===== src/rtl/btnc_pkg.sv =====
package btnc_pkg;

    typedef enum logic [1:0] {
        ST_IDLE    = 2'd0,
        ST_CONFIRM = 2'd1,
        ST_HOLD    = 2'd2,
        ST_RELEASE = 2'd3
    } btnc_state_t;

    typedef struct packed {
        logic pulse;
        logic dir;
    } btnc_start_t;

    function automatic int btnc_max3(input int a, input int b, input int c);
        int m;
        m = (a > b) ? a : b;
        return (m > c) ? m : c;
    endfunction

    function automatic int btnc_width(input int maxval);
        return (maxval < 2) ? 1 : $clog2(maxval + 1);
    endfunction

endpackage


===== src/rtl/btnc_tick.sv =====
module btnc_tick #(
    parameter int TICK_DIV = 1250000
) (
    input  logic clk,
    input  logic rst,
    input  logic restart,
    output logic tick
);
    import btnc_pkg::*;

    localparam int W = btnc_width(TICK_DIV);
    localparam logic [W-1:0] LAST = W'(TICK_DIV - 1);

    logic [W-1:0] cnt;

    assign tick = (cnt == LAST);

    always_ff @(posedge clk) begin
        if (rst || restart)
            cnt <= '0;
        else if (tick)
            cnt <= '0;
        else
            cnt <= cnt + 1'b1;
    end
endmodule


===== src/rtl/btnc_sync.sv =====
module btnc_sync (
    input  logic clk,
    input  logic rst,
    input  logic btn_n,
    output logic released,
    output logic fall
);
    logic stage1, stage2;

    always_ff @(posedge clk) begin
        if (rst) begin
            stage1 <= 1'b1;
            stage2 <= 1'b1;
        end else begin
            stage1 <= btn_n;
            stage2 <= stage1;
        end
    end

    assign released = stage1;
    assign fall     = stage2 & ~stage1;
endmodule


===== src/rtl/btnc_fsm.sv =====
module btnc_fsm #(
    parameter int CONFIRM_SAMPLES = 3,
    parameter int LONG_TICKS      = 140,
    parameter int RELEASE_SAMPLES = 10
) (
    input  logic clk,
    input  logic rst,
    input  logic fall,
    input  logic released,
    input  logic tick,
    input  logic busy_in,
    output logic arm,
    output logic busy_out,
    output logic dir_upload,
    output btnc_pkg::btnc_start_t start
);
    import btnc_pkg::*;

    localparam int CMAX = btnc_max3(CONFIRM_SAMPLES, LONG_TICKS, RELEASE_SAMPLES);
    localparam int CW   = btnc_width(CMAX);
    localparam logic [CW-1:0] CONF_LAST = CW'(CONFIRM_SAMPLES - 1);
    localparam logic [CW-1:0] LONG_LAST = CW'(LONG_TICKS - 1);
    localparam logic [CW-1:0] REL_LAST  = CW'(RELEASE_SAMPLES - 1);

    btnc_state_t state;
    logic [CW-1:0] cnt;
    logic dir_q;

    assign arm        = (state == ST_IDLE) && fall && !busy_in;
    assign busy_out   = (state != ST_IDLE);
    assign dir_upload = dir_q;

    always_ff @(posedge clk) begin
        if (rst) begin
            state <= ST_IDLE;
            cnt   <= '0;
            dir_q <= 1'b0;
            start <= '0;
        end else begin
            start.pulse <= 1'b0;
            case (state)
                ST_IDLE: begin
                    if (arm) begin
                        state <= ST_CONFIRM;
                        cnt   <= '0;
                    end
                end
                ST_CONFIRM: begin
                    if (tick) begin
                        if (released) begin
                            state <= ST_IDLE;
                        end else if (cnt == CONF_LAST) begin
                            state <= ST_HOLD;
                            cnt   <= '0;
                        end else begin
                            cnt <= cnt + 1'b1;
                        end
                    end
                end
                ST_HOLD: begin
                    if (tick) begin
                        if (released) begin
                            dir_q <= ~dir_q;
                            state <= ST_RELEASE;
                            cnt   <= '0;
                        end else if (cnt == LONG_LAST) begin
                            start.pulse <= 1'b1;
                            start.dir   <= dir_q;
                            state       <= ST_RELEASE;
                            cnt         <= '0;
                        end else begin
                            cnt <= cnt + 1'b1;
                        end
                    end
                end
                default: begin
                    if (tick) begin
                        if (!released)
                            cnt <= '0;
                        else if (cnt == REL_LAST)
                            state <= ST_IDLE;
                        else
                            cnt <= cnt + 1'b1;
                    end
                end
            endcase
        end
    end
endmodule


===== src/rtl/btn_press_classifier.sv =====
module btn_press_classifier #(
    parameter int CLK_HZ          = 250000000,
    parameter int SAMPLE_US       = 5000,
    parameter int LONG_US         = 700000,
    parameter int CONFIRM_SAMPLES = 3,
    parameter int RELEASE_SAMPLES = 10
) (
    input  logic clk,
    input  logic rst,
    input  logic btn_n,
    input  logic busy_in,
    output logic busy_out,
    output logic dir_upload,
    output logic start_pulse,
    output logic start_dir
);
    import btnc_pkg::*;

    localparam int TICK_DIV   = (CLK_HZ / 1000000) * SAMPLE_US;
    localparam int LONG_TICKS = LONG_US / SAMPLE_US;

    logic released, fall, tick, arm;
    btnc_start_t start;

    btnc_sync u_sync (
        .clk      (clk),
        .rst      (rst),
        .btn_n    (btn_n),
        .released (released),
        .fall     (fall)
    );

    btnc_tick #(.TICK_DIV(TICK_DIV)) u_tick (
        .clk     (clk),
        .rst     (rst),
        .restart (arm),
        .tick    (tick)
    );

    btnc_fsm #(
        .CONFIRM_SAMPLES (CONFIRM_SAMPLES),
        .LONG_TICKS      (LONG_TICKS),
        .RELEASE_SAMPLES (RELEASE_SAMPLES)
    ) u_fsm (
        .clk        (clk),
        .rst        (rst),
        .fall       (fall),
        .released   (released),
        .tick       (tick),
        .busy_in    (busy_in),
        .arm        (arm),
        .busy_out   (busy_out),
        .dir_upload (dir_upload),
        .start      (start)
    );

    assign start_pulse = start.pulse;
    assign start_dir   = start.dir;
endmodule


===== config.mk =====
export PLATFORM = sky130hd
export DESIGN_NAME = btn_press_classifier
export DESIGN_NICKNAME = d
export VERILOG_FILES = /design/src/rtl/btnc_pkg.sv /design/src/rtl/btnc_tick.sv /design/src/rtl/btnc_sync.sv /design/src/rtl/btnc_fsm.sv /design/src/rtl/btn_press_classifier.sv
export SDC_FILE = /design/constraint.sdc
export NUM_CORES = 1
export LEC_CHECK = 0
export BUFFER_PORTS_ARGS = -buffer_cell sky130_fd_sc_hd__buf_2
export CORE_ASPECT_RATIO = 1.4
export CORE_UTILIZATION = 50
export DETAILED_ROUTE_END_ITERATION = 10
export GPL_TIMING_DRIVEN = 1
export HOLD_SLACK_MARGIN = 0.02
export PLACE_DENSITY_LB_ADDON = 0.12
export SLEW_MARGIN = 20
export SYNTH_ARGS = -nofsm -noshare
export SYNTH_HDL_FRONTEND = slang
export SYNTH_SLANG_ARGS = --single-unit

===== constraint.sdc =====
create_clock -name clk -period 4.4 [get_ports clk]
set_input_delay 0.66 -clock clk [delete_from_list [all_inputs] [get_ports clk]]
set_output_delay 0.66 -clock clk [all_outputs]
set_load 0.02 [all_outputs]

==> impl_metrics.csv <==
group,metric,value,unit
timing,relSlewSlack,0.550,
layout,diodes,0,
place,port_buffers,7,
setup_path,startpoint,"u_fsm.state[1]$_SDFFE_PP0P_",
route,drt-met1-wl,1.61,mm
synth,synth_fa_ha_area_frac,0.0578,
route,drt_wl_total,3.97,mm
setup_path,timing.critical_path.buf_inv,2,
clock_tree,clkSinkCount,36,
route,top_layer_used,"met4",
die,die_area,4160,µm²
setup_path,required,4.57,ns
layout,area_delta_synth_final,7.32,%
synth,synthXorXnorAreaFrac,0.0899,
route,vias,1597,
synth,synth_nets,232,
synth,ys_seq_elements,36,
synth,synth_edf_count,0,
clock_tree,cts_root_buffer,"clkbuf_8",
place,gp_congestion,0.857,
timing,max_clock_freq,0.457,GHz
synth,yosysTopAreaCell,"dfxtp_1",
layout,finalNetCount,239,
timing,finalCriticalPeriod,2.19,ns
setup_path,reg2reg_to,"u_fsm.state[1]$_SDFFE_PP0P_",
timing,rsz0062_at_grt,"no",
die,dieHeight,75.9,µm
route,detail-route-antenna-nets,0,
synth,synth_compound_area_frac,0.134,
synth,ys.flop_type,"dfxtp_1",
timing,skew,0.00542,ns
synth,yosys.cell_types.count,47,
grt,track_usage,0.228,
route,dr.pass1.iters,4,
setup_path,worst-path-max-fanout,9,
grt,gr-total-overflow,0,
timing,hold_violations,0,
synth,synth.most_common_cell,"dfxtp_1",
clock_tree,path_clk_slew,0.07,ns
synth,synth_common_cells,"dfxtp_1, nor2_1, inv_1",
setup_path,worstReg2RegStart,"u_fsm.state[1]$_SDFFE_PP0P_",
grt,antenna_found_initial,0,
clock_tree,cts_tree,"done",
setup_path,cp_slowest_cell,"or3_1",
timing,timing.final.crit_share,0.498,
status,outcome,"completed",
setup_path,crit_cells,7,
route,first_iter_violations,71,
setup_path,crit_family,"simple AND/OR/NAND/NOR gates",
power_and_ir_drop,finalPower,0.754,mW
power_and_ir_drop,cellPowerDensity,360,nW/µm²
layout,stdcell_area,2090,µm²
clock_tree,cts_setup_buffers,0,
synth,avgSynthCellArea,8.90,µm²
grt,grt_pass1_vias,1612,
synth,yosysWarnings,0,
synth,yosys.area_share.simple,0.284,
synth,synth_top_family_by_area,"simple AND/OR/NAND/NOR gates",
route,routed_via_density,5.96,
setup_path,cp-end-kind,"flip-flop",
timing,setup_tns,0,ns
clock_tree,cts_hold_buf,0,
synth,syn-instance-count,219,
synth,syn_area,1950,µm²
layout,layout-drive-gt1-share,0.133,
clock_tree,clk_latency,0.28,ns
die,io_pins,8,
timing,worst_pin_slew,0.673,ns
grt,grt_max_degree,25,
clock_tree,clockBufferDepth,2,
clock_tree,cts_resized,0,
layout,fillers,350,
setup_path,r2r_cells,7,
hold_path,min_path_type,"reg2reg",
setup_path,arrival,2.36,ns
timing,drv_slew,0,
flow_run,max_cap_viol_count,0,
die,num_rows,26,
setup_path,r2r_slack,2.21,ns
die,initial_core_util,0.530,
die,core,3680,µm²
timing,setup_violations,0,
synth,synth.area.top_cells,"dfxtp_1, xnor2_1, ha_1, nor2_1, or3_1",
synth,synth_top_area_frac,0.370,
route,wire_per_inst,14.8,µm
layout,final_util,0.569,
power_and_ir_drop,p_leak,0.710,nW
synth,synth_mux_area_frac,0.0109,
clock_tree,cts_made_buffers,5,
power_and_ir_drop,ir_worst_vdd,276,µV
clock_tree,htreeDepth,2,
synth,synthArstFlopShare,0,
place,post_dp_cell_area,2000,µm²
layout,seq_area,721,µm²
grt,grt_pass1_wl,6.80,mm
setup_path,critPathMaxStageDelay,0.38,ns
setup_path,critPathLaunchType,"flip-flop",
synth,seq_area_frac_synth,0.370,
setup_path,worstPathCellList,"inv_1 -> ha_1 -> inv_2 -> or3_1 -> o21a_1 -> nor4_4 -> mux2_1",
layout,multiInputGateArea,1120,µm²
route,dr_wl_met3,125,µm
die,die_x,54.8,µm
place,place_hpwl,2.98,mm
setup_path,worstSetupPathType,"reg2reg",
route,drc,0,
setup_path,crit_end,"u_fsm.state[1]$_SDFFE_PP0P_",
route,route.met2.wl,2.18,mm
==> where the power goes <==
| part | switching (mW) | internal, mW |
|---|---|---|
| Sequential | 0.00770 | 0.333 |
| Combinational | 0.101 | 0.0604 |
| Clock | 0.112 | 0.139 |
| Total | 0.220 | 0.533 |
==> worst register-to-register path, delay by kind of cell (launching register included) <==
kind | cells | cell delay (ns)
adders and majority gates | 1 | 0.25
AOI/OAI and AO/OA | 1 | 0.25
buffers and inverters | 2 | 0.16
and+or+nand+nor | 2 | 0.74
muxes | 1 | 0.35
DFF | 1 | 0.33
==> worst min-delay path by stage <==
stage	cells past startpoint	end	from	slack [ns]
2_1_floorplan	1	u_tick.cnt[0]$_SDFF_PP0_	u_tick.cnt[0]$_SDFF_PP0_	0.43
3_3_place_gp	1	u_tick.cnt[0]$_SDFF_PP0_	u_tick.cnt[0]$_SDFF_PP0_	0.44
3_5_place_dp	1	u_tick.cnt[0]$_SDFF_PP0_	u_tick.cnt[0]$_SDFF_PP0_	0.46
4_1_cts	1	u_tick.cnt[0]$_SDFF_PP0_	u_tick.cnt[0]$_SDFF_PP0_	0.48
5_1_grt	1	u_tick.cnt[0]$_SDFF_PP0_	u_tick.cnt[0]$_SDFF_PP0_	0.51
6_report	1	u_tick.cnt[0]$_SDFF_PP0_	u_tick.cnt[0]$_SDFF_PP0_	0.47
==> area by class of cell <==
class                           instances  area share
Clock buffer                            7      0.0461
Inverter                               17      0.0305
Multi-Input combinational cell        159       0.537
Sequential cell                        36       0.344
Tap cell                               42      0.0251
Timing Repair Buffer                    7      0.0167
==> state kept, by name, indices dropped and copies added (netlist names) <==
signal	flops
u_fsm.start	2
u_tick.cnt	21
u_fsm.dir_upload	1
u_fsm.cnt	8
u_sync.released	1
u_fsm.state	2
u_sync.stage2	1
==> layer usage <==
metal  global-route usage  up-vias
met5                    0        -
met4                0.111        0
met3               0.0539        5
met2                0.414       36
met1                0.234      767
li1                     -      789
==> kinds of logic (layout without fill, tap and decap cells) <==
kind of cell    count (synthesis)  after routing
mux                             2              2
simple gates                   98             98
flops                          36             36
fa+ha+maj                       9              9
compound gates                 30             30
xor+xnor                       20             20
buf+inv                        24             31
==> per-stage QoR <==
| step | instances | worst slack, ns | hold slack [ns] |
|---|---|---|---|
| 2_1_floorplan | 219 | 2.33 | 0.426 |
| 5_1_grt | 268 | 2.07 | 0.505 |
| 3_5_place_dp | 261 | 2.20 | 0.463 |
| 6_report | 268 | 2.21 | 0.469 |
| 4_1_cts | 268 | 2.19 | 0.479 |
| 3_3_place_gp | 261 | 2.29 | 0.436 |
==> placed cells by master, fill, tap and decap left out, types with 4 or more instances in the layout <==
| cell type | netlist | final |
|---|---|---|
| nor3_1 | 8 | 8 |
| xnor2_1 | 15 | 15 |
| or2_2 | 4 | 4 |
| inv_1 | 16 | 16 |
| a21oi_1 | 4 | 4 |
| clkbuf_8 | 0 | 7 |
| dfxtp_1 | 36 | 36 |
| ha_1 | 9 | 9 |
| and3_1 | 4 | 4 |
| nand4_1 | 4 | 4 |
| o32ai_1 | 6 | 6 |
| xor2_1 | 5 | 5 |
| or3_1 | 12 | 12 |
| nor4_1 | 6 | 6 |
| nand2_1 | 9 | 9 |
| buf_2 | 0 | 7 |
| a211oi_1 | 6 | 6 |
| nor2_1 | 30 | 30 |
| nand3_1 | 10 | 10 |
Note: power is estimated with default switching activity, not from simulation.
